## config.mk

```make
export PLATFORM = sky130hd
export DESIGN_NAME = bootcmd_seq
export DESIGN_NICKNAME = d
export VERILOG_FILES = /design/src/rtl/bootcmd_pkg.sv /design/src/rtl/boot_win_dec.sv /design/src/rtl/boot_sector_calc.sv /design/src/rtl/boot_id_writer.sv /design/src/rtl/bootcmd_seq.sv
export SDC_FILE = /design/constraint.sdc
export NUM_CORES = 1
export LEC_CHECK = 0
export ABC_AREA = 0
export BUFFER_PORTS_ARGS = -buffer_cell sky130_fd_sc_hd__buf_2
export CAP_MARGIN = 5
export CORE_MARGIN = 2
export CORE_UTILIZATION = 48
export CTS_BUF_LIST = sky130_fd_sc_hd__clkbuf_4
export DETAILED_ROUTE_END_ITERATION = 7
export HOLD_SLACK_MARGIN = 0.06
export PLACE_DENSITY_LB_ADDON = 0.2
export SLEW_MARGIN = 40
export SYNTH_ARGS = -nofsm -noshare
export SYNTH_HDL_FRONTEND = slang
export SYNTH_SLANG_ARGS = --single-unit
```

## constraint.sdc

```tcl
create_clock -name clk -period 2.8 [get_ports clk]
set_input_delay 0.84 -clock clk [delete_from_list [all_inputs] [get_ports clk]]
set_output_delay 0.84 -clock clk [all_outputs]
set_load 0.02 [all_outputs]
```

## src/rtl/bootcmd_pkg.sv

```systemverilog
// Shared constants for the boot-window command sequencer.
// Assumes 16-bit host data; command values are compared on all 16 bits.
package bootcmd_pkg;
    typedef enum logic [15:0] {
        BC_IDENT = 16'h0090,
        BC_LOAD  = 16'h00E0,
        BC_RESET = 16'h00F0
    } boot_cmd_e;

    localparam logic [15:0] LOAD_CONFIRM = 16'h0000;
    localparam int          ID_WORDS     = 3;
    localparam int          ID_IDX_W     = 2;
endpackage

```

## src/rtl/boot_win_dec.sv

```systemverilog
// Boot window decoder: flags a host address that falls inside either
// boot-buffer window. Purely combinational; assumes word addressing.
module boot_win_dec #(
    parameter logic [15:0] LO_BASE = 16'h0000,
    parameter logic [15:0] LO_LAST = 16'h01FF,
    parameter logic [15:0] HI_BASE = 16'h8000,
    parameter logic [15:0] HI_LAST = 16'h800F
) (
    input  logic [15:0] addr,
    output logic        in_win
);
    logic in_lo;
    logic in_hi;

    // Range compare against both windows.
    always_comb begin
        in_lo  = (addr >= LO_BASE) && (addr <= LO_LAST);
        in_hi  = (addr >= HI_BASE) && (addr <= HI_LAST);
        in_win = in_lo || in_hi;
    end
endmodule

```

## src/rtl/boot_sector_calc.sv

```systemverilog
// Sector calculator: forms the first sector of a page from the block
// and page registers. Assumes a 64-page block. SUBPG_SH is log2 of
// the number of sectors per page.
module boot_sector_calc #(
    parameter int               BLK_W     = 12,
    parameter int               SUBPG_SH  = 2,
    parameter logic [BLK_W-1:0] DENS_MASK = BLK_W'(12'h400),
    localparam int              SEC_W     = BLK_W + 7 + SUBPG_SH
) (
    input  logic [BLK_W-1:0] blk_num,
    input  logic             blk_hi,
    input  logic [7:0]       pg,
    output logic [SEC_W-1:0] sector
);
    logic [BLK_W-1:0] field;
    logic [SEC_W-1:0] page_sum;

    // Block field with optional density mask, then page/sector arithmetic.
    always_comb begin
        field    = blk_num | (blk_hi ? DENS_MASK : '0);
        page_sum = SEC_W'(pg[7:2]) + (SEC_W'(field) << 6);
        sector   = (page_sum << SUBPG_SH) + SEC_W'(pg[1:0]);
    end
endmodule

```

## src/rtl/boot_id_writer.sv

```systemverilog
// Identification writer: on start, captures the identification bytes
// and emits them as consecutive boot-RAM word writes, one per cycle.
// Assumes start is never raised while busy.
module boot_id_writer
    import bootcmd_pkg::*;
#(
    parameter int N     = ID_WORDS,
    parameter int IDX_W = ID_IDX_W
) (
    input  logic                clk,
    input  logic                rst_n,
    input  logic                start,
    input  logic [N-1:0][7:0]   src,
    output logic                we,
    output logic [IDX_W-1:0]    idx,
    output logic [15:0]         wdata,
    output logic                busy
);
    logic [N-1:0][7:0] held_q;
    logic [IDX_W-1:0]  cnt_q;
    logic              act_q;

    // Capture each source byte on start.
    for (genvar i = 0; i < N; i++) begin : g_hold
        always_ff @(posedge clk) begin
            if (!rst_n)     held_q[i] <= '0;
            else if (start) held_q[i] <= src[i];
        end
    end

    // Walk the word index while active.
    always_ff @(posedge clk) begin
        if (!rst_n) begin
            act_q <= 1'b0;
            cnt_q <= '0;
        end else if (start) begin
            act_q <= 1'b1;
            cnt_q <= '0;
        end else if (act_q) begin
            cnt_q <= cnt_q + 1'b1;
            if (cnt_q == IDX_W'(N - 1)) act_q <= 1'b0;
        end
    end

    // Present the selected word, zero-extended.
    always_comb begin
        we    = act_q;
        idx   = cnt_q;
        wdata = {8'h00, held_q[cnt_q]};
        busy  = act_q;
    end
endmodule

```

## src/rtl/bootcmd_seq.sv

```systemverilog
// Boot-window command sequencer. Decodes host writes into the boot
// windows: warm reset, identification store, and the two-write page
// load. The register file owns the block and page registers; this
// block only reads them and offers a page write-back strobe.
module bootcmd_seq
    import bootcmd_pkg::*;
#(
    parameter int               BLK_W     = 12,
    parameter int               SUBPG_SH  = 2,
    parameter logic [BLK_W-1:0] DENS_MASK = BLK_W'(12'h400),
    localparam int              SEC_W     = BLK_W + 7 + SUBPG_SH
) (
    input  logic              clk,
    input  logic              rst_n,
    input  logic              bus_wr,
    input  logic [15:0]       bus_addr,
    input  logic [15:0]       bus_wdata,
    input  logic [BLK_W-1:0]  blk_num,
    input  logic              blk_hi,
    input  logic [7:0]        pg_reg,
    input  logic [7:0]        mfr_id,
    input  logic [7:0]        dev_id,
    input  logic [7:0]        wp_low,
    output logic              ld_req,
    output logic [SEC_W-1:0]  ld_sector,
    input  logic              ld_ack,
    output logic              pg_upd,
    output logic [7:0]        pg_upd_val,
    output logic              bram_we,
    output logic [1:0]        bram_widx,
    output logic [15:0]       bram_wdata,
    output logic              warm_rst,
    output logic              armed,
    output logic              unk_cmd,
    output logic              busy
);
    logic             in_win;
    logic [SEC_W-1:0] sec_now;
    logic             id_busy;
    logic             accept;
    logic             id_start;
    logic             armed_q, ld_req_q, pg_upd_q, warm_q, unk_q;
    logic [SEC_W-1:0] ld_sec_q;
    logic [7:0]       pg_hold_q, pg_val_q;

    boot_win_dec u_win (
        .addr   (bus_addr),
        .in_win (in_win)
    );

    boot_sector_calc #(
        .BLK_W     (BLK_W),
        .SUBPG_SH  (SUBPG_SH),
        .DENS_MASK (DENS_MASK)
    ) u_sec (
        .blk_num (blk_num),
        .blk_hi  (blk_hi),
        .pg      (pg_reg),
        .sector  (sec_now)
    );

    // Accept a boot write only when idle; start the ID store on 0x0090.
    always_comb begin
        accept   = bus_wr && in_win && !ld_req_q && !id_busy;
        id_start = accept && !armed_q && (bus_wdata == BC_IDENT);
    end

    boot_id_writer u_id (
        .clk   (clk),
        .rst_n (rst_n),
        .start (id_start),
        .src   ({wp_low, dev_id, mfr_id}),
        .we    (bram_we),
        .idx   (bram_widx),
        .wdata (bram_wdata),
        .busy  (id_busy)
    );

    // Command sequencing, load handshake and page write-back.
    always_ff @(posedge clk) begin
        if (!rst_n) begin
            armed_q   <= 1'b0;
            ld_req_q  <= 1'b0;
            ld_sec_q  <= '0;
            pg_hold_q <= '0;
            pg_upd_q  <= 1'b0;
            pg_val_q  <= '0;
            warm_q    <= 1'b0;
            unk_q     <= 1'b0;
        end else begin
            warm_q   <= 1'b0;
            pg_upd_q <= 1'b0;
            if (ld_req_q && ld_ack) begin
                ld_req_q <= 1'b0;
                pg_upd_q <= 1'b1;
                pg_val_q <= pg_hold_q + 8'd4;
            end
            if (accept) begin
                if (armed_q) begin
                    armed_q <= 1'b0;
                    if (bus_wdata == LOAD_CONFIRM) begin
                        ld_req_q  <= 1'b1;
                        ld_sec_q  <= sec_now;
                        pg_hold_q <= pg_reg;
                    end
                end else begin
                    case (bus_wdata)
                        BC_RESET: warm_q  <= 1'b1;
                        BC_LOAD:  armed_q <= 1'b1;
                        BC_IDENT: ;
                        default:  unk_q   <= 1'b1;
                    endcase
                end
            end
        end
    end

    // Drive the outputs from state.
    always_comb begin
        ld_req     = ld_req_q;
        ld_sector  = ld_sec_q;
        pg_upd     = pg_upd_q;
        pg_upd_val = pg_val_q;
        warm_rst   = warm_q;
        armed      = armed_q;
        unk_cmd    = unk_q;
        busy       = ld_req_q || id_busy;
    end
endmodule

```

# Word-level counts from Yosys, hierarchy flattened
# Cells that the tools add are included.
dict set report word_totals {
  regBits 69
  in_bits 81
  output_inout_bits 54
  elab_cells 64
}
dict set report op_classes {
  add_sub_neg 4
  n_lt_le_gt_ge 5
  eq_ne 4
  mux 14
  bitwise_logic 5
  reduce_logical 19
}
# op count
set op_table {}
lappend op_table {{$eq 16x8->1 const B} 3}
lappend op_table {{$add 21x2->21} 1}
lappend op_table {{$add 6x18->19} 1}
lappend op_table {{$bmux 8 s2} 1}
lappend op_table {{$ge 16x1->1 const B} 1}
lappend op_table {{$ge 16x16->1 const B} 1}
lappend op_table {{$le 16x16->1 const B} 1}
lappend op_table {{$le 16x9->1 const B} 1}
lappend op_table {{$logic_not 16->1} 1}
lappend op_table {{$or 12x12->12} 1}
lappend op_table {{$mux 1} 11}
lappend op_table {{$mux 11} 1}
lappend op_table {{$add 8x3->8 const B} 1}
lappend op_table {{$logic_and 1x1->1} 8}
lappend op_table {{$mux 8} 1}
lappend op_table {{$reduce_and 3->1} 2}
lappend op_table {{$reduce_or 3->1} 2}
lappend op_table {{$not 1->1} 4}
lappend op_table {{$logic_not 1->1} 3}
lappend op_table {{$lt 2x3->1 const B} 1}
lappend op_table {{$add 2x1->2 const B} 1}
lappend op_table {{$eq 2x2->1 const B} 1}
lappend op_table {{$logic_or 1x1->1} 2}
lappend op_table {{$reduce_or 2->1} 1}

# Longest topological paths before layout
dict set report depth {
  ltp_word 9
  depth_mapped 6
}

# Hierarchy
# A second synthesis with hierarchy kept.
dict set report unflattened {
  cells_unflattened 342
  area_unflattened_um2 3289.4
}
# mod instances cells_per_inst area_each_um2
set modules_own_cells {}
lappend modules_own_cells {bootcmd_seq 1 195 1789.2}
lappend modules_own_cells {boot_id_writer 1 120 1305.0}
lappend modules_own_cells {boot_sector_calc 1 22 160.2}
lappend modules_own_cells {boot_win_dec 1 5 35.0}

# Worst setup path after synthesis
# OpenSTA, ideal clock, no wires.
dict set report synth_path {
  kind {register -> output}
  start {register u_id.cnt_q[1], in the netlist u_id.idx[1]}
  end {output port bram_wdata[0]}
  t_arrival_ns 1.517
  t_required_ns 1.960
  path_slack_ns 0.443
  stages_incl_launch_ff 4
  cell_sequence {dfxtp_1 > clkbuf_1 > mux2i_1 > o21ai_0}
}
dict set report synth_between {
  elab_chain_cells 2
}
# element line_no
set synth_lines {}
lappend synth_lines {{from (decl)} boot_id_writer.sv:20} ;# logic [IDX_W-1:0] cnt_q;
lappend synth_lines {{from (signal assigned)} boot_id_writer.sv:40} ;# cnt_q <= cnt_q + 1'b1;
lappend synth_lines {{$bmux 8 s2} boot_id_writer.sv:49} ;# wdata = {8'h00, held_q[cnt_q]};
lappend synth_lines {{$mux 8 (not written as such)} boot_id_writer.sv:49}
lappend synth_lines {{to (decl)} bootcmd_seq.sv:31} ;# output logic [15:0] bram_wdata,
# No other way between the ends. The select of a mux whose other input is x is not followed.

# Worst setup path in the final report
dict set report layout_path {
  start {register u_id.cnt_q[0], in the netlist u_id.idx[0]}
  end {output port bram_wdata[5]}
}
# The elaborated chain is that of the path after synthesis.

==> run_results.csv <==
group,metric,value,unit
timing,fin_crit,2590,ps
worst_setup_path,rr_endpoint,"u_id.held_q[18]",
timing,worst_slew_pin_slew,590,ps
clock_network,numCtsBuffers,9,
worst_setup_path,worstSetupPathType,"flop to primary output",
routing,firstDrtPassIters,4,
global_routing,grt_first_pass_wirelength,10200,µm
worst_setup_path,endpoint,"bram_wdata[5]",
layout,fin_cells,514,
logic_synthesis,netlist-cell-type-count,42,
routing,routed_wl,6300,µm
logic_synthesis,synth-async-reset-ratio,0,
logic_synthesis,yosys_most_used_dff,"dfxtp_1",
timing,finalSetupViolCount,0,
layout,nNetsFinal,521,
floorplan,dieArea,6540,µm²
place,numPortBuffers,121,
run_status,status,"completed",
layout,drive_above_1_share,0.342,
clock_network,ctsHoldBuffers,0,
clock_network,clk-insertion-delay-late,390,ps
floorplan,ios,135,
floorplan,fp.dieH,80.8,µm
routing,via_per_inst,4.90,
timing,maxSlewViolCount,0,
worst_setup_path,cp_max_fo,12,
place,dp_hpwl,4580,µm
timing,fin_ws,215,ps
global_routing,grt_pass1_vias,2302,
clock_network,cts_sinks,60,
global_routing,antenna_found_initial,0,
worst_setup_path,cp-end-kind,"primary output",
timing,slew_headroom,0.607,
layout,areaGrowthSynthToFinish,26.9,%
worst_hold_path,hold_class,"flop to flop",
routing,detail-route-antenna-nets,0,
routing,drc,0,
worst_setup_path,worstPathArrival,1750,ps
global_routing,grt_max_degree,92,
logic_synthesis,synth.avg_cell_area,8.83,µm²
worst_setup_path,reg2regPathDepth,5,
clock_network,post-cts-setup-buffers,0,
place,routabilityCongestion,0.780,
global_routing,grtUsageTotal,0.200,
logic_synthesis,synthCells,321,
place,dp.cells,499,
routing,drtIter0Drc,101,
logic_synthesis,syn_area,2830,µm²
timing,hold_viol_final,0,
logic_synthesis,ys_ff_latch,60,
routing,vias,2519,
worst_setup_path,r2r-start,"armed",
floorplan,core,5610,µm²
logic_synthesis,synth_edf_count,0,
layout,antenna_cells,0,
worst_hold_path,holdPathStages,2,
timing,tns,0,ps
timing,hold_ws,459,ps
worst_setup_path,critPathLaunch,"u_id.idx[0]",
power_and_ir_drop,peakVddDrop,0.270,mV
clock_network,clock_path_buffers,2,
clock_network,cts_max_level,3,
logic_synthesis,yosysSeqAreaShare,0.424,
clock_network,clockRootBuffer,"clkbuf_4",
routing,routedWlPerCell,12.3,µm
worst_setup_path,r2r_slack,970,ps
timing,clock.fmax,0.387,GHz
worst_setup_path,critical_path_required,1960,ps
run,maxCapViolCount,0,
power_and_ir_drop,leakagePower,1.56,nW
place,dp_slack,271,ps
power_and_ir_drop,powerDensity,460,nW/µm²
timing,timing.final.crit_share,0.923,
global_routing,overflow,0,
clock_network,path_clk_slew,110,ps
floorplan,die_w,80.8,µm
clock_network,cts_tree,"yes",
worst_setup_path,critPathLaunchType,"flop",
clock_network,cts-resized-gates,0,
floorplan,start_util,0.505,
floorplan,rows,27,
timing,finClkSkew,13.5,ps
timing,rsz0062_at_grt,"false",
logic_synthesis,ys_warn_count,0,
placed cells by master, fill, tap and decap left out, drive strengths merged, types with 2 or more instances in the layout:
cell      instances
buf             126
nand2           106
dfxtp            60
mux2i            51
clkbuf           11
nor2             10
conb              9
o21ai             8
a211oi            6
nor4              6
inv               4
nand3             4
nor3              3
o21a              3
xnor2             3
a21oi             3
nor2b             2
and2              2
xor2              2
ha                2
clkinvlp          2
bufinv            2
nor4b             2
or3               2
state kept, by name, indices dropped and copies added (netlist names):
| signal | count |
|---|---|
| pg_upd_val | 8 |
| pg_hold_q | 7 |
| ld_req | 1 |
| u_id.held_q | 24 |
| unk_cmd | 1 |
| armed | 1 |
| ld_sector | 13 |
| u_id.busy | 1 |
| pg_upd | 1 |
| u_id.idx | 2 |
| warm_rst | 1 |
synth_stat cells (2+ instances only):
cell,n,share of area
nand2_1,106,0.14
dfxtp_1,60,0.42
mux2i_1,51,0.18
buf_4,10,0.026
clkbuf_1,10,0.013
nor2_1,10,0.013
o21ai_0,8,0.014
a211oi_1,6,0.016
nor4_1,5,0.011
buf_6,4,0.016
inv_1,4,0.0053
a21oi_1,3,0.0053
nand3_1,3,0.0053
nor3_1,3,0.0053
o21a_1,3,0.0079
xnor2_1,3,0.0093
and2_1,2,0.0044
buf_2,2,0.0035
dlymetal6s2s_1,2,0.0088
ha_1,2,0.0088
nor2b_1,2,0.0044
xor2_1,2,0.0062
routing by layer:
metal,global-route usage,vias to the layer above,share of wire
met3,0.0511,12,0.076
met4,0.0864,0,0.015
met5,0,-,0
met2,0.343,86,0.47
met1,0.236,1125,0.44
li1,-,1296,-
metrics by stage:
stage / utilization / area (µm²) / power [W]
2_1_floorplan: - / 2860 / 0.000939
3_3_place_gp: 0.613 / 3440 / 0.000986
3_5_place_dp: 0.613 / 3440 / 0.000989
4_1_cts: 0.641 / 3590 / 0.00168
5_1_grt: 0.641 / 3600 / 0.00173
6_report: 0.641 / 3600 / 0.00166
critical path, stage by stage (launching register included):
cell and delay [ps]:
dfxtp_1 320, buf_4 170, inv_1 70, nor2_1 380, nand2_1 90, o21ai_0 110
buf_2 210
area by class of cell:
type	count	area [µm²]
Clock buffer	11	82.6
Clock inverter	4	75.1
Fill cell	526	2010
Inverter	4	15.0
Multi-Input combinational cell	237	1460
Sequential cell	60	1200
Tap cell	72	90.1
Timing Repair Buffer	126	672
worst min path at each step:
stage | start | end
2_1_floorplan | u_id.held_q[0] | u_id.held_q[0]
3_3_place_gp | ld_sector[8] | ld_sector[8]
3_5_place_dp | u_id.held_q[6] | u_id.held_q[6]
4_1_cts | u_id.held_q[5] | u_id.held_q[5]
5_1_grt | u_id.held_q[22] | u_id.held_q[22]
6_report | u_id.held_q[5] | u_id.held_q[5]
report_power, final:
part	internal [W]	switching [W]	total [W]
Clock	0.000378	0.000308	0.000686
Combinational	0.0000528	0.0000639	0.000117
Sequential	0.000853	0.0000000252	0.000853
Total	0.00128	0.000372	0.00166
cell families after synthesis:
logic type	synth area share
other	0.00132
buffers and inverters	0.0733
multiplexers	0.180
flip-flops	0.424
AO/OA/AOI/OAI	0.0623
AND/OR/NAND/NOR	0.235
adder cells (fa/ha/maj)	0.00883
XOR/XNOR	0.0155
Note: power is estimated with default switching activity, not from simulation.
